### config.mk
export PLATFORM = sky130hd
export DESIGN_NAME = interval_timer_ch
export DESIGN_NICKNAME = d
export VERILOG_FILES = /design/src/rtl/itc_pkg.sv /design/src/rtl/itc_ctrl.sv /design/src/rtl/itc_datapath.sv /design/src/rtl/interval_timer_ch.sv
export SDC_FILE = /design/constraint.sdc
export NUM_CORES = 1
export LEC_CHECK = 0
export BUFFER_PORTS_ARGS = -buffer_cell sky130_fd_sc_hd__buf_4
export CAP_MARGIN = 30
export CORE_UTILIZATION = 63
export CTS_CLUSTER_DIAMETER = 200
export DETAILED_ROUTE_END_ITERATION = 7
export PLACE_DENSITY = 0.9
export SLEW_MARGIN = 15
export SYNTH_ARGS = -nofsm -noshare
export SYNTH_HDL_FRONTEND = slang
export SYNTH_SLANG_ARGS = --single-unit
### constraint.sdc
create_clock -name clk -period 6.5 [get_ports clk]
set_clock_uncertainty 0.05 [all_clocks]
set_input_delay 1.3 -clock clk [delete_from_list [all_inputs] [get_ports clk]]
set_output_delay 1.3 -clock clk [all_outputs]
set_load 0.03 [all_outputs]
### src/rtl/itc_pkg.sv
package itc_pkg;
  typedef struct packed {
    logic load;     // latch a new period value
    logic restart;  // return to elapsed count zero
    logic advance;  // one elapsed tick
  } itc_strobe_t;
endpackage

### src/rtl/itc_ctrl.sv
module itc_ctrl
  import itc_pkg::*;
(
  input  logic              clk,
  input  logic              rstN,
  input  logic              tickEn,
  input  logic              loadStb,
  input  logic [2:0]        modeSel,
  input  logic              gate,
  output itc_strobe_t       stb,
  output logic [2:0]        curMode
);
  logic gatePrev;
  logic restartKind;
  logic freeRun;
  logic gateEdge;
  logic [2:0] mappedMode;

  // codes 6 and 7 alias onto 2 and 3
  always_comb mappedMode = modeSel[1] ? {1'b0, modeSel[1:0]} : modeSel;

  always_comb begin
    restartKind = curMode inside {3'd1, 3'd2, 3'd3, 3'd5};
    freeRun     = (curMode == 3'd1) || (curMode == 3'd5);
    gateEdge    = tickEn && gate && !gatePrev && restartKind;
    stb.load    = loadStb;
    stb.restart = loadStb || gateEdge;
    stb.advance = !stb.restart && tickEn && (gate || freeRun);
  end

  always_ff @(posedge clk) begin
    if (!rstN) begin
      curMode  <= 3'd3;
      gatePrev <= 1'b0;
    end else begin
      if (loadStb) curMode <= mappedMode;
      if (tickEn) gatePrev <= gate;
    end
  end
endmodule

### src/rtl/itc_datapath.sv
module itc_datapath
  import itc_pkg::*;
#(
  parameter int CNT_W = 16
) (
  input  logic              clk,
  input  logic              rstN,
  input  itc_strobe_t       stb,
  input  logic [2:0]        curMode,
  input  logic [CNT_W-1:0]  loadVal,
  output logic              outSig,
  output logic [CNT_W-1:0]  countVal
);
  localparam int PW = CNT_W + 1;
  localparam logic [PW-1:0] FULL = {1'b1, {CNT_W{1'b0}}};

  logic [PW-1:0]    periodN;
  logic [PW-1:0]    loadN;
  logic [PW-1:0]    nextN;
  logic [PW-1:0]    phase;
  logic [PW-1:0]    dbl;
  logic [PW-1:0]    dblStep;
  logic [PW-1:0]    dblWrap1;
  logic [PW-1:0]    dblWrap2;
  logic [PW-1:0]    halfN;
  logic [CNT_W-1:0] downCnt;
  logic             doneFlag;
  logic             tcFlag;
  logic             started;

  always_comb begin
    loadN    = (loadVal == '0) ? FULL : {1'b0, loadVal};
    nextN    = stb.load ? loadN : periodN;
    dblStep  = dbl + PW'(2);
    dblWrap1 = (dblStep >= periodN) ? dblStep - periodN : dblStep;
    dblWrap2 = (dblWrap1 >= periodN) ? dblWrap1 - periodN : dblWrap1;
    halfN    = (periodN + PW'(1)) >> 1;
  end

  always_ff @(posedge clk) begin
    if (!rstN) begin
      periodN  <= FULL;
      downCnt  <= FULL[CNT_W-1:0];
      phase    <= '0;
      dbl      <= '0;
      doneFlag <= 1'b0;
      tcFlag   <= 1'b0;
      started  <= 1'b0;
    end else if (stb.restart) begin
      periodN  <= nextN;
      downCnt  <= nextN[CNT_W-1:0];
      phase    <= '0;
      dbl      <= '0;
      doneFlag <= 1'b0;
      tcFlag   <= 1'b0;
      started  <= 1'b0;
    end else if (stb.advance) begin
      downCnt  <= downCnt - CNT_W'(1);
      tcFlag   <= (downCnt == CNT_W'(1)) && !doneFlag;
      if (downCnt == CNT_W'(1)) doneFlag <= 1'b1;
      phase    <= (phase == periodN - PW'(1)) ? '0 : phase + PW'(1);
      dbl      <= dblWrap2;
      started  <= 1'b1;
    end
  end

  always_comb begin
    case (curMode)
      3'd0:    outSig = doneFlag;
      3'd1:    outSig = !doneFlag;
      3'd2:    outSig = started && (phase == '0);
      3'd3:    outSig = (phase < halfN);
      default: outSig = tcFlag;
    endcase
    case (curMode)
      3'd2:    countVal = periodN[CNT_W-1:0] - phase[CNT_W-1:0];
      3'd3:    countVal = periodN[CNT_W-1:0] - dbl[CNT_W-1:0];
      default: countVal = downCnt;
    endcase
  end
endmodule

### src/rtl/interval_timer_ch.sv
module interval_timer_ch
  import itc_pkg::*;
#(
  parameter int CNT_W = 16
) (
  input  logic             clk,
  input  logic             rstN,
  input  logic             tickEn,
  input  logic             loadStb,
  input  logic [2:0]       modeSel,
  input  logic [CNT_W-1:0] loadVal,
  input  logic             gate,
  output logic             outSig,
  output logic [CNT_W-1:0] countVal
);
  itc_strobe_t stb;
  logic [2:0]  curMode;

  itc_ctrl u_ctrl (
    .clk     (clk),
    .rstN    (rstN),
    .tickEn  (tickEn),
    .loadStb (loadStb),
    .modeSel (modeSel),
    .gate    (gate),
    .stb     (stb),
    .curMode (curMode)
  );

  itc_datapath #(.CNT_W(CNT_W)) u_dp (
    .clk      (clk),
    .rstN     (rstN),
    .stb      (stb),
    .curMode  (curMode),
    .loadVal  (loadVal),
    .outSig   (outSig),
    .countVal (countVal)
  );
endmodule

==> results.yml <==
status:
  status: "complete, but fails checks"
  violations: "design-rule violations"
floorplan:
  die_w_um: 112
  ios: 41
  die-area_um2: 12500
  core_um2: 11600
  num_rows: 39
  initial_utilization_pct: 65.5
  die_h_um: 112
synth:
  synth_cells: 960
  yosys_register_bits: 74
  yosysWarnings: 0
  yosysSeqAreaShare_pct: 19.5
  syn-cell-area_um2: 7610
  ys.flop_type: "dfxtp_1"
  syn_area_per_cell_um2: 7.92
  synth.most_common_cell: "xnor2_1"
  synth_nets: 1058
  synthDistinctLibCells: 78
  netlist.area_leader.share_pct: 19.5
  synth_top_cell_by_area: "dfxtp_1"
  synthArstFlopShare_pct: 0
  synth_area_leaders: "dfxtp_1, ha_1, xnor2_1"
  synth_commonest_cells: "xnor2_1, nand2_1, dfxtp_1"
  synth_edf_count: 0
setup_path:
  worstSetupPathType: "reg -> reg"
  rr_endpoint: "u_dp.dbl[14]$_SDFFE_PP0P_"
  r2r_setup_slack_ps: 580
  rr_worst_depth: 24
  crit_path_start_kind: "flip-flop"
  r2r_start: "u_dp.dbl[3]$_SDFFE_PP0P_"
  endpoint_kind: "flip-flop"
  crit_arrival_ps: 6120
  cp_max_fo: 6
  required_ps: 6700
final_layout:
  drive_above_1_share_pct: 11.0
  regArea_um2: 1480
  syn_to_final_growth_pct: 9.46
  multi_input_area_um2: 5780
  fin_cells: 1132
  fill_cells: 890
  final_nets: 1081
timing:
  maxSlewHeadroom_pct: 37.5
  finalSetupTns_ps: 0
  period_share_pct: 91.1
  hold_ws_ps: 457
  clock.fmax_mhz: 169
  worst_pin_slew_ps: 930
  fin_crit_ps: 5920
  rsz0062_at_grt: "false"
  finalHoldViolCount: 0
  final_max_slew_viol_count: 0
  setup_viol: 0
routing:
  drc: 4
  dr.pass1.iters: 8
  maxUsedRoutingLayer: "met4"
  wl_met1_mm: 9.06
  ant_nets: 0
  routed_wirelength_mm: 21.9
  vias: 7458
  avgRoutedWirePerCell_um: 19.3
  wl_met3_mm: 1.95
  drtIter0Drc: 920
  avgViaCountPerCell: 6.59
  route.met2.wl_mm: 10.2
clock_tree:
  cts_tree: "done"
  clkLatencyLatePin_ps: 340
  cts_resized: 0
  cts_buffers: 9
  clkTransAtPathRegs_ps: 70
  cts.path.max_buffers: 2
  ctsHoldBuffers: 0
  cts-root-buf: "clkbuf_16"
  htree_levels: 3
  post_cts_buffers: 0
  cts.sinks: 74
grt:
  grt_usage_pct: 36.0
  antenna_found_initial: 1
  grt_pass1_wl_mm: 36.0
  first_global_vias: 7190
  grt_max_degree: 37
  overflow: 0
worst_hold_path:
  holdPathStages: 2
  holdCritStartpoint: "u_dp.tcFlag$_SDFFE_PP0P_"
  min_to: "u_dp.tcFlag$_SDFFE_PP0P_"
  hold_class: "reg -> reg"
power_and_ir_drop:
  powerDensity_nw_per_um2: 211
  p_leak_nw: 3.47
  ir_worst_vdd_uv: 147
placed_design:
  port-buffer-count: 40
  placed_cells: 1115
  dp_hpwl_mm: 16.1
  routabilityCongestion: 0.979
job:
  max-cap-violations: 0
metal layers:
metal / GRT usage (%) / vias to the layer above
met4: 13.0 / 0
li1: - / 3536
met1: 47.1 / 3435
met2: 59.3 / 406
met5: 0 / -
met3: 6.64 / 81
cell type report:
type | instances | area share, %
diodes | 1 | 0.0301
clock buffers | 9 | 2.71
clock inverters | 7 | 1.49
inverters | 40 | 1.80
multi-input cells | 808 | 69.4
flip-flops and latches | 74 | 17.8
well taps | 143 | 2.15
repair buffers | 50 | 4.60
layout by cell type, fill, tap and decap left out, types with 32 or more instances in the layout:
cell type,synthesis,routed
o21ai_0,49,49
mux2i_1,32,32
nor3_1,37,37
dfxtp_1,74,74
xnor2_1,78,78
nor2_1,70,70
buf_4,2,49
xor2_1,41,41
ha_1,71,71
inv_1,39,39
a21oi_1,49,49
nand2_1,77,77
sequential cells by signal, indices dropped and copies added (netlist names):
name,cells
u_dp.tcFlag,1
u_dp.downCnt,16
u_dp.dbl,17
u_dp.started,1
u_ctrl.curMode,3
u_ctrl.gatePrev,1
u_dp.phase,17
u_dp.doneFlag,1
u_dp.periodN,17
report_power, final:
part / total [W] / internal (W) / switching (W)
clock: 0.000591 / 0.000378 / 0.000213
combinational: 0.000658 / 0.000273 / 0.000385
sequential: 0.000503 / 0.000473 / 0.0000307
stage by stage:
step	power [W]	util (%)	instance area [um2]	setup WS [ps]
after global routing	0.00183	71.7	8320	104
after global placement	0.00114	68.5	7960	814
final	0.00175	71.7	8330	580
after CTS	0.00174	71.7	8320	615
after detailed placement	0.00115	68.7	7970	670
after floorplan	0.000987	-	7610	1210
cell families (layout without fill, tap and decap cells):
family          after synthesis  after routing  synth area share (%)
fa+ha+maj                    74             74                  12.5
flops                        74             74                  19.5
xor+xnor                    119            119                  13.7
buf+inv                      78            106                  4.52
compound gates              215            215                  18.8
simple gates                352            352                  24.4
mux                          48             48                  6.58
other cells                   0              1                     0
critical path, cell delays in order (launching register included):
cell and delay [ps]:
dfxtp_1 440, and3_1 210, and3_1 220, nand2_1 90
nor2_1 280, nand3_1 140, xor2_1 230, inv_1 70
ha_1 340, a21o_1 180, a21oi_1 230, nand2_1 80
a21oi_1 150, a41o_1 250, mux2_2 380, ha_1 340
nor2b_1 170, o31a_1 270, o41ai_1 420, o21ai_0 250
a221o_1 390, a21oi_1 180, xnor2_1 130, o22ai_1 90
a211oi_1 240
worst max path at each step:
stage | startpoint | end | slack (ps) | cells after the start
after floorplan | u_dp.dbl[3]$_SDFFE_PP0P_ | u_dp.dbl[14]$_SDFFE_PP0P_ | 1210 | 25
after global placement | u_dp.dbl[3]$_SDFFE_PP0P_ | u_dp.dbl[14]$_SDFFE_PP0P_ | 810 | 24
after detailed placement | u_dp.dbl[3]$_SDFFE_PP0P_ | u_dp.dbl[14]$_SDFFE_PP0P_ | 670 | 24
after CTS | u_dp.dbl[3]$_SDFFE_PP0P_ | u_dp.dbl[14]$_SDFFE_PP0P_ | 610 | 24
after global routing | u_dp.dbl[3]$_SDFFE_PP0P_ | u_dp.dbl[16]$_SDFFE_PP0P_ | 100 | 24
final | u_dp.dbl[3]$_SDFFE_PP0P_ | u_dp.dbl[14]$_SDFFE_PP0P_ | 580 | 24
Note: power is estimated with default switching activity, not from simulation.
